## src/rtl/fcd_pkg.sv

```systemverilog
package fcd_pkg;

  localparam logic [14:0] CMD_ADDR_A = 15'h5555;
  localparam logic [14:0] CMD_ADDR_B = 15'h2AAA;

  localparam logic [15:0] ID_CODE_LO = 16'h00DA;
  localparam logic [15:0] ID_CODE_HI = 16'h004F;

  typedef enum logic [2:0] {
    EV_NONE,
    EV_PREFIX,
    EV_UNPROT,
    EV_ERASE,
    EV_ID_IN,
    EV_ID_OUT
  } cmd_ev_e;

  typedef enum logic [2:0] {
    SQ_IDLE,
    SQ_STEP1,
    SQ_STEP2,
    SQ_STEP3,
    SQ_STEP4,
    SQ_STEP5
  } seq_st_e;

endpackage

```

## src/rtl/fcd_cycle_timer.sv

```systemverilog
module fcd_cycle_timer #(
  parameter int unsigned LOAD = 64
) (
  input  logic clk,
  input  logic rst_n,
  input  logic start,
  output logic busy
);
  localparam int unsigned CW = $clog2(LOAD + 1);
  localparam logic [CW-1:0] LOAD_V = CW'(LOAD);

  logic [CW-1:0] cnt_q, cnt_d;
  logic          cnt_en;

  always_comb begin
    cnt_en = start || (cnt_q != '0);
    if (start) cnt_d = LOAD_V;
    else       cnt_d = cnt_q - 1'b1;
  end

  always_ff @(posedge clk or negedge rst_n) begin
    if (!rst_n)      cnt_q <= '0;
    else if (cnt_en) cnt_q <= cnt_d;
  end

  assign busy = (cnt_q != '0);


  start_busy_chk: assert property (@(posedge clk) disable iff (!rst_n)
    start |=> busy);

endmodule

```

## src/rtl/fcd_seq_tracker.sv

```systemverilog
module fcd_seq_tracker
  import fcd_pkg::*;
(
  input  logic        clk,
  input  logic        rst_n,
  input  logic        wr_en,
  input  logic [14:0] addr,
  input  logic [15:0] data,
  output cmd_ev_e     ev,
  output logic        miss
);
  seq_st_e st_q, st_d;
  logic    wide_q, wide_d;
  logic    at_a, at_b;
  logic [7:0] lo, hi;

  assign at_a = (addr == CMD_ADDR_A);
  assign at_b = (addr == CMD_ADDR_B);
  assign lo   = data[7:0];
  assign hi   = data[15:8];

  always_comb begin
    st_d   = st_q;
    wide_d = wide_q;
    ev     = EV_NONE;
    miss   = 1'b0;
    if (wr_en) begin
      st_d = SQ_IDLE;
      unique case (st_q)
        SQ_IDLE: begin
          if (at_a && lo == 8'hAA) begin
            st_d   = SQ_STEP1;
            wide_d = (hi == 8'hAA);
          end else miss = 1'b1;
        end
        SQ_STEP1: begin
          if (at_b && lo == 8'h55) begin
            st_d   = SQ_STEP2;
            wide_d = wide_q && (hi == 8'h55);
          end else miss = 1'b1;
        end
        SQ_STEP2: begin
          if (at_a && wide_q && data == 16'hA0A0)      ev = EV_PREFIX;
          else if (at_a && wide_q && data == 16'h8080) st_d = SQ_STEP3;
          else if (at_a && lo == 8'h90)                ev = EV_ID_IN;
          else if (at_a && lo == 8'hF0)                ev = EV_ID_OUT;
          else                                         miss = 1'b1;
        end
        SQ_STEP3: begin
          if (at_a && data == 16'hAAAA) st_d = SQ_STEP4;
          else                          miss = 1'b1;
        end
        SQ_STEP4: begin
          if (at_b && data == 16'h5555) st_d = SQ_STEP5;
          else                          miss = 1'b1;
        end
        SQ_STEP5: begin
          if (at_a && data == 16'h2020)      ev = EV_UNPROT;
          else if (at_a && data == 16'h1010) ev = EV_ERASE;
          else if (at_a && data == 16'h6060) ev = EV_ID_IN;
          else                               miss = 1'b1;
        end
        default: miss = 1'b1;
      endcase
    end
  end

  always_ff @(posedge clk or negedge rst_n) begin
    if (!rst_n) begin
      st_q   <= SQ_IDLE;
      wide_q <= 1'b0;
    end else if (wr_en) begin
      st_q   <= st_d;
      wide_q <= wide_d;
    end
  end


  miss_to_idle_chk: assert property (@(posedge clk) disable iff (!rst_n)
    miss |=> (st_q == SQ_IDLE));


  hold_when_off_chk: assert property (@(posedge clk) disable iff (!rst_n)
    !wr_en |=> $stable(st_q));

endmodule

```

## src/rtl/flash_cmd_decoder.sv

```systemverilog
module flash_cmd_decoder
  import fcd_pkg::*;
#(
  parameter int unsigned ADDR_W    = 16,
  parameter int unsigned DATA_W    = 16,
  parameter int unsigned LOAD_WIN  = 64,
  parameter int unsigned ERASE_CYC = 200
) (
  input  logic              clk,
  input  logic              rst_n,
  input  logic              wr_valid,
  input  logic [ADDR_W-1:0] wr_addr,
  input  logic [DATA_W-1:0] wr_data,
  input  logic [ADDR_W-1:0] rd_addr,
  output logic              prot_on,
  output logic              data_wr_ok,
  output logic              erase_start,
  output logic              erase_busy,
  output logic              id_mode,
  output logic [DATA_W-1:0] id_data
);
  localparam int unsigned CMD_AW = 15;

  cmd_ev_e ev;
  logic    miss;
  logic    win_open;
  logic    dec_en;
  logic    win_start;
  logic    erase_go;

  logic    prot_q, prot_d, prot_en;
  logic    id_q, id_d, id_en;
  logic    estart_q, estart_d;

  assign dec_en = wr_valid && !erase_busy && !win_open;

  fcd_seq_tracker u_seq (
    .clk   (clk),
    .rst_n (rst_n),
    .wr_en (dec_en),
    .addr  (wr_addr[CMD_AW-1:0]),
    .data  (wr_data[15:0]),
    .ev    (ev),
    .miss  (miss)
  );

  assign win_start = (ev == EV_PREFIX) || (win_open && wr_valid && !erase_busy);
  assign erase_go  = (ev == EV_ERASE);

  fcd_cycle_timer #(.LOAD(LOAD_WIN)) u_win (
    .clk   (clk),
    .rst_n (rst_n),
    .start (win_start),
    .busy  (win_open)
  );

  fcd_cycle_timer #(.LOAD(ERASE_CYC)) u_erase (
    .clk   (clk),
    .rst_n (rst_n),
    .start (erase_go),
    .busy  (erase_busy)
  );

  always_comb begin
    prot_en  = (ev == EV_PREFIX) || (ev == EV_UNPROT);
    prot_d   = (ev == EV_PREFIX);
    id_en    = (ev == EV_ID_IN) || (ev == EV_ID_OUT);
    id_d     = (ev == EV_ID_IN);
    estart_d = erase_go;
  end

  always_ff @(posedge clk or negedge rst_n) begin
    if (!rst_n) begin
      prot_q   <= 1'b1;
      id_q     <= 1'b0;
      estart_q <= 1'b0;
    end else begin
      if (prot_en) prot_q <= prot_d;
      if (id_en)   id_q   <= id_d;
      estart_q <= estart_d;
    end
  end

  assign prot_on     = prot_q;
  assign id_mode     = id_q;
  assign erase_start = estart_q;

  assign data_wr_ok = wr_valid && !erase_busy &&
                      (win_open || (miss && !prot_q));

  always_comb begin
    id_data = '0;
    if (id_q) begin
      if (rd_addr == ADDR_W'(0))      id_data = DATA_W'(ID_CODE_LO);
      else if (rd_addr == ADDR_W'(1)) id_data = DATA_W'(ID_CODE_HI);
    end
  end


  erase_pulse_chk: assert property (@(posedge clk) disable iff (!rst_n)
    erase_start |=> !erase_start);


  erase_with_busy_chk: assert property (@(posedge clk) disable iff (!rst_n)
    erase_start |-> erase_busy);


  no_data_in_erase_chk: assert property (@(posedge clk) disable iff (!rst_n)
    data_wr_ok |-> !erase_busy);


  prot_rise_chk: assert property (@(posedge clk) disable iff (!rst_n)
    $rose(prot_on) |-> $past(ev == EV_PREFIX));


  prot_fall_chk: assert property (@(posedge clk) disable iff (!rst_n)
    $fell(prot_on) |-> $past(ev == EV_UNPROT));

endmodule

```

## config.mk

```make
export PLATFORM = sky130hd
export DESIGN_NAME = flash_cmd_decoder
export DESIGN_NICKNAME = d
export VERILOG_FILES = /design/src/rtl/fcd_pkg.sv /design/src/rtl/fcd_cycle_timer.sv /design/src/rtl/fcd_seq_tracker.sv /design/src/rtl/flash_cmd_decoder.sv
export SDC_FILE = /design/constraint.sdc
export NUM_CORES = 1
export LEC_CHECK = 0
export BUFFER_PORTS_ARGS = -buffer_cell sky130_fd_sc_hd__buf_2
export CAP_MARGIN = 20
export CORE_UTILIZATION = 49
export CTS_BUF_LIST = sky130_fd_sc_hd__clkbuf_4 sky130_fd_sc_hd__clkbuf_8 sky130_fd_sc_hd__clkbuf_16
export DETAILED_ROUTE_END_ITERATION = 10
export HOLD_SLACK_MARGIN = 0.05
export PLACE_DENSITY_LB_ADDON = 0.3
export SLEW_MARGIN = 20
export SYNTH_ARGS = -nofsm -noshare
export SYNTH_HDL_FRONTEND = slang
export SYNTH_SLANG_ARGS = --single-unit
```

## constraint.sdc

```tcl
create_clock -name clk -period 3.8 [get_ports clk]
set_input_delay 0.76 -clock clk [delete_from_list [all_inputs] [get_ports clk]]
set_output_delay 0.76 -clock clk [all_outputs]
set_load 0.02 [all_outputs]
```

==> out/metrics.cfg <==
[clock_tree]
numCtsBuffers = 3
cts_tree = yes
cts_post_setup_buffers_inserted = 0
clk_pin_slew_ps = 110
ctsHtreeMaxLevel = 1
hold_buffers = 0
clk_latency_ps = 300
clock-sinks = 22
cts_resized = 0
clock_path_buffers = 2
ctsRootBufferMaster = clkbuf_4

[synthesis]
synth_flop_cell = dfrtp_1
post-synth-top-count-cell = nand2_1
synth_commonest_cells = 22 x nand2_1, 21 x dfrtp_1, 18 x nor2_1
avgSynthCellArea_um2 = 8.21
ys_ff_latch = 22
synth_top_area_frac = 0.294
syn-instance-count = 218
synth_edf_count = 0
synth_area_leaders = dfrtp_1 29%, buf_4 5.5%, nand2_1 4.6%, nor2_1 3.8%, nor4_1 3.5%
yosys.cell_types.count = 53
synth_warnings = 0
async_flop_share = 1.00
ys_seq_area_frac = 0.308
synth.largest_area_cell = dfrtp_1
synth.cell_area_um2 = 1790

[cells_and_area]
fin_util = 0.619
n_fill_cell = 329
nNetsFinal = 330
drive_above_1_share = 0.283
area_growth_syn_to_layout_pct = 18.1
insertedDiodeCount = 0
fin_cells = 322

[min_path]
min_path_type = in -> async

[detailed_routing]
first_pass_iters = 4
viasPerCell = 5.49
antenna_left = 0
drt-total-wl_mm = 3.99
drt_iter0_markers = 72
vias = 1767
wire_per_inst_um = 12.4
drc = 0

[worst_setup_path]
reg2reg_slack_ps = 1370
crit_type = in -> out
crit_path_end_kind = output pin
worst_ep_required_time_ps = 3040
reg2reg_to = u_erase.cnt_q[1]$_DFFE_PN0P_
r2r_cells = 8
crit_start = wr_addr[9]
start_kind = input port
crit_path_end = data_wr_ok
cp_data_arrival_time_ps = 2820
cp_max_fo = 7
r2r-start = u_erase.cnt_q[3]$_DFFE_PN0P_

[power_and_ir_drop]
power.internal_mw = 0.308
p_seq_frac = 0.578
switchingPower_mw = 0.0973
power_density_nw_per_um2 = 192
p_leak_nw = 0.945
switching_share = 0.240
vdd_drop_max_uv = 215
clkPwrFrac = 0.276
totalPowerFinal_mw = 0.405
combinationalPowerShare = 0.147

[timing]
slew_headroom = 0.544
drv_slew = 0
finalHoldViolCount = 0
fin_skew_ps = 6.84
fin_setup_tns_ps = 0
timing.hold.ws_ps = 396
clock.fmax_ghz = 0.279
post-route-period-util = 0.943
setup_violations = 0
tightest_slew_ps = 678
rsz0062_at_grt = no
post-route-min-period_ps = 3580

[global_route]
grt-ovfl-total = 0
globalRouteTotalUtil = 0.212
grt_pass1_vias = 1619
grt_pass1_wl_mm = 6.81
antenna_found_initial = 0
grt_max_degree = 23

[floorplanning]
chipWidth_um = 62.5
coreArea_um2 = 3420
die-area_um2 = 3900
num_rows = 21
die_y_um = 62.5
initial_core_util = 0.524
num_io_pins = 72

[placement]
dpl.hpwl_mm = 3.35
gp_congestion = 0.914
port_buffers = 61
dp_cells = 318

[outcome]
outcome = complete, no violations

[flow_run]
drv_cap = 0

-- worst min path at each step --
stage                            startpoint                           end  slack, ps  cells past startpoint
5_1_grt                               rst_n    u_win.cnt_q[5]$_DFFE_PN0P_        420                      1
6_report                              rst_n      u_seq.wide_q$_DFFE_PN0P_        400                      1
3_5_place_dp   u_erase.cnt_q[5]$_DFFE_PN0P_  u_erase.cnt_q[5]$_DFFE_PN0P_        460                      1
3_3_place_gp   u_erase.cnt_q[5]$_DFFE_PN0P_  u_erase.cnt_q[5]$_DFFE_PN0P_        460                      1
2_1_floorplan  u_erase.cnt_q[5]$_DFFE_PN0P_  u_erase.cnt_q[5]$_DFFE_PN0P_        440                      1
4_1_cts                               rst_n    u_win.cnt_q[5]$_DFFE_PN0P_        410                      1
-- kinds of logic (layout without fill, tap and decap cells) --
logic type | count (synthesis) | in the layout | synth area share
AOI/OAI and AO/OA | 33 | 33 | 0.119
xor gates and xnor gates | 6 | 6 | 0.0293
adders and majority gates | 2 | 2 | 0.0140
buffers and inverters | 27 | 77 | 0.0852
DFF | 22 | 22 | 0.308
muxes | 5 | 5 | 0.0293
other | 1 | 9 | 0.00209
and+or+nand+nor | 122 | 122 | 0.413
-- power groups by stage --
| stage | Clock (mW) | Combinational, mW | Sequential (mW) |
|---|---|---|---|
| 2_1_floorplan | 0 | 0.0288 | 0.239 |
| 3_3_place_gp | 0 | 0.0589 | 0.239 |
| 4_1_cts | 0.117 | 0.0597 | 0.234 |
| 6_report | 0.112 | 0.0594 | 0.234 |
| 5_1_grt | 0.128 | 0.0659 | 0.234 |
| 3_5_place_dp | 0 | 0.0596 | 0.239 |
-- critical path: stages --
cell      delay (ps)
buf_2            100
or4b_1           540
or4_4            470
nor3_4           330
a21oi_1          120
a211oi_1         210
a31oi_1          120
buf_2            170
-- metrics by stage --
step / setup WS, ps / area (um^2)
floorplan: 493 / 1820
global placement: 227 / 2080
detailed placement: 209 / 2080
CTS: 208 / 2110
global route: 82.8 / 2110
finish: 216 / 2110
-- registers in the layout, indices dropped and copies added (netlist names) --
| signal | cells |
|---|---|
| erase_start | 1 |
| id_mode | 1 |
| prot_on | 1 |
| u_erase.cnt_q | 8 |
| u_seq.st_q | 3 |
| u_seq.wide_q | 1 |
| u_win.cnt_q | 7 |
-- final cells by class --
cell class,count,area [um^2],share of cell area
flip-flops and latches,22,552,0.261
multi-input cells,177,1120,0.528
well taps,46,57.6,0.0272
inverters,10,38.8,0.0183
repair buffers,63,320,0.151
clock buffers,4,30.0,0.0142
-- layer usage --
metal | vias to the layer above | global-route usage | wire (um)
met5 | - | 0 | 0
met4 | 0 | 0.0174 | 0
met3 | 0 | 0.0347 | 223
met2 | 63 | 0.371 | 1890
met1 | 795 | 0.285 | 1880
li1 | 909 | - | -
-- cell usage in the layout, fill, tap and decap left out, types with 3 or more instances in the layout --
cell	n
nand3_1	8
o31ai_1	3
dfrtp_1	21
and2_1	3
and4_1	3
nand4_1	6
clkbuf_4	4
nor3b_1	3
and3_1	3
xnor2_1	5
nand2b_1	3
nor4_1	10
nand2_1	22
buf_2	61
nor3_1	7
a21oi_1	8
a31oi_1	4
o21ai_0	6
nor2b_1	3
a211oi_1	3
inv_1	9
nor2_1	18
or3_1	6
mux2i_1	3
nor4bb_1	4
conb_1	9
nor4b_1	5
nand4b_1	3
(Power assumes the default switching activity.)
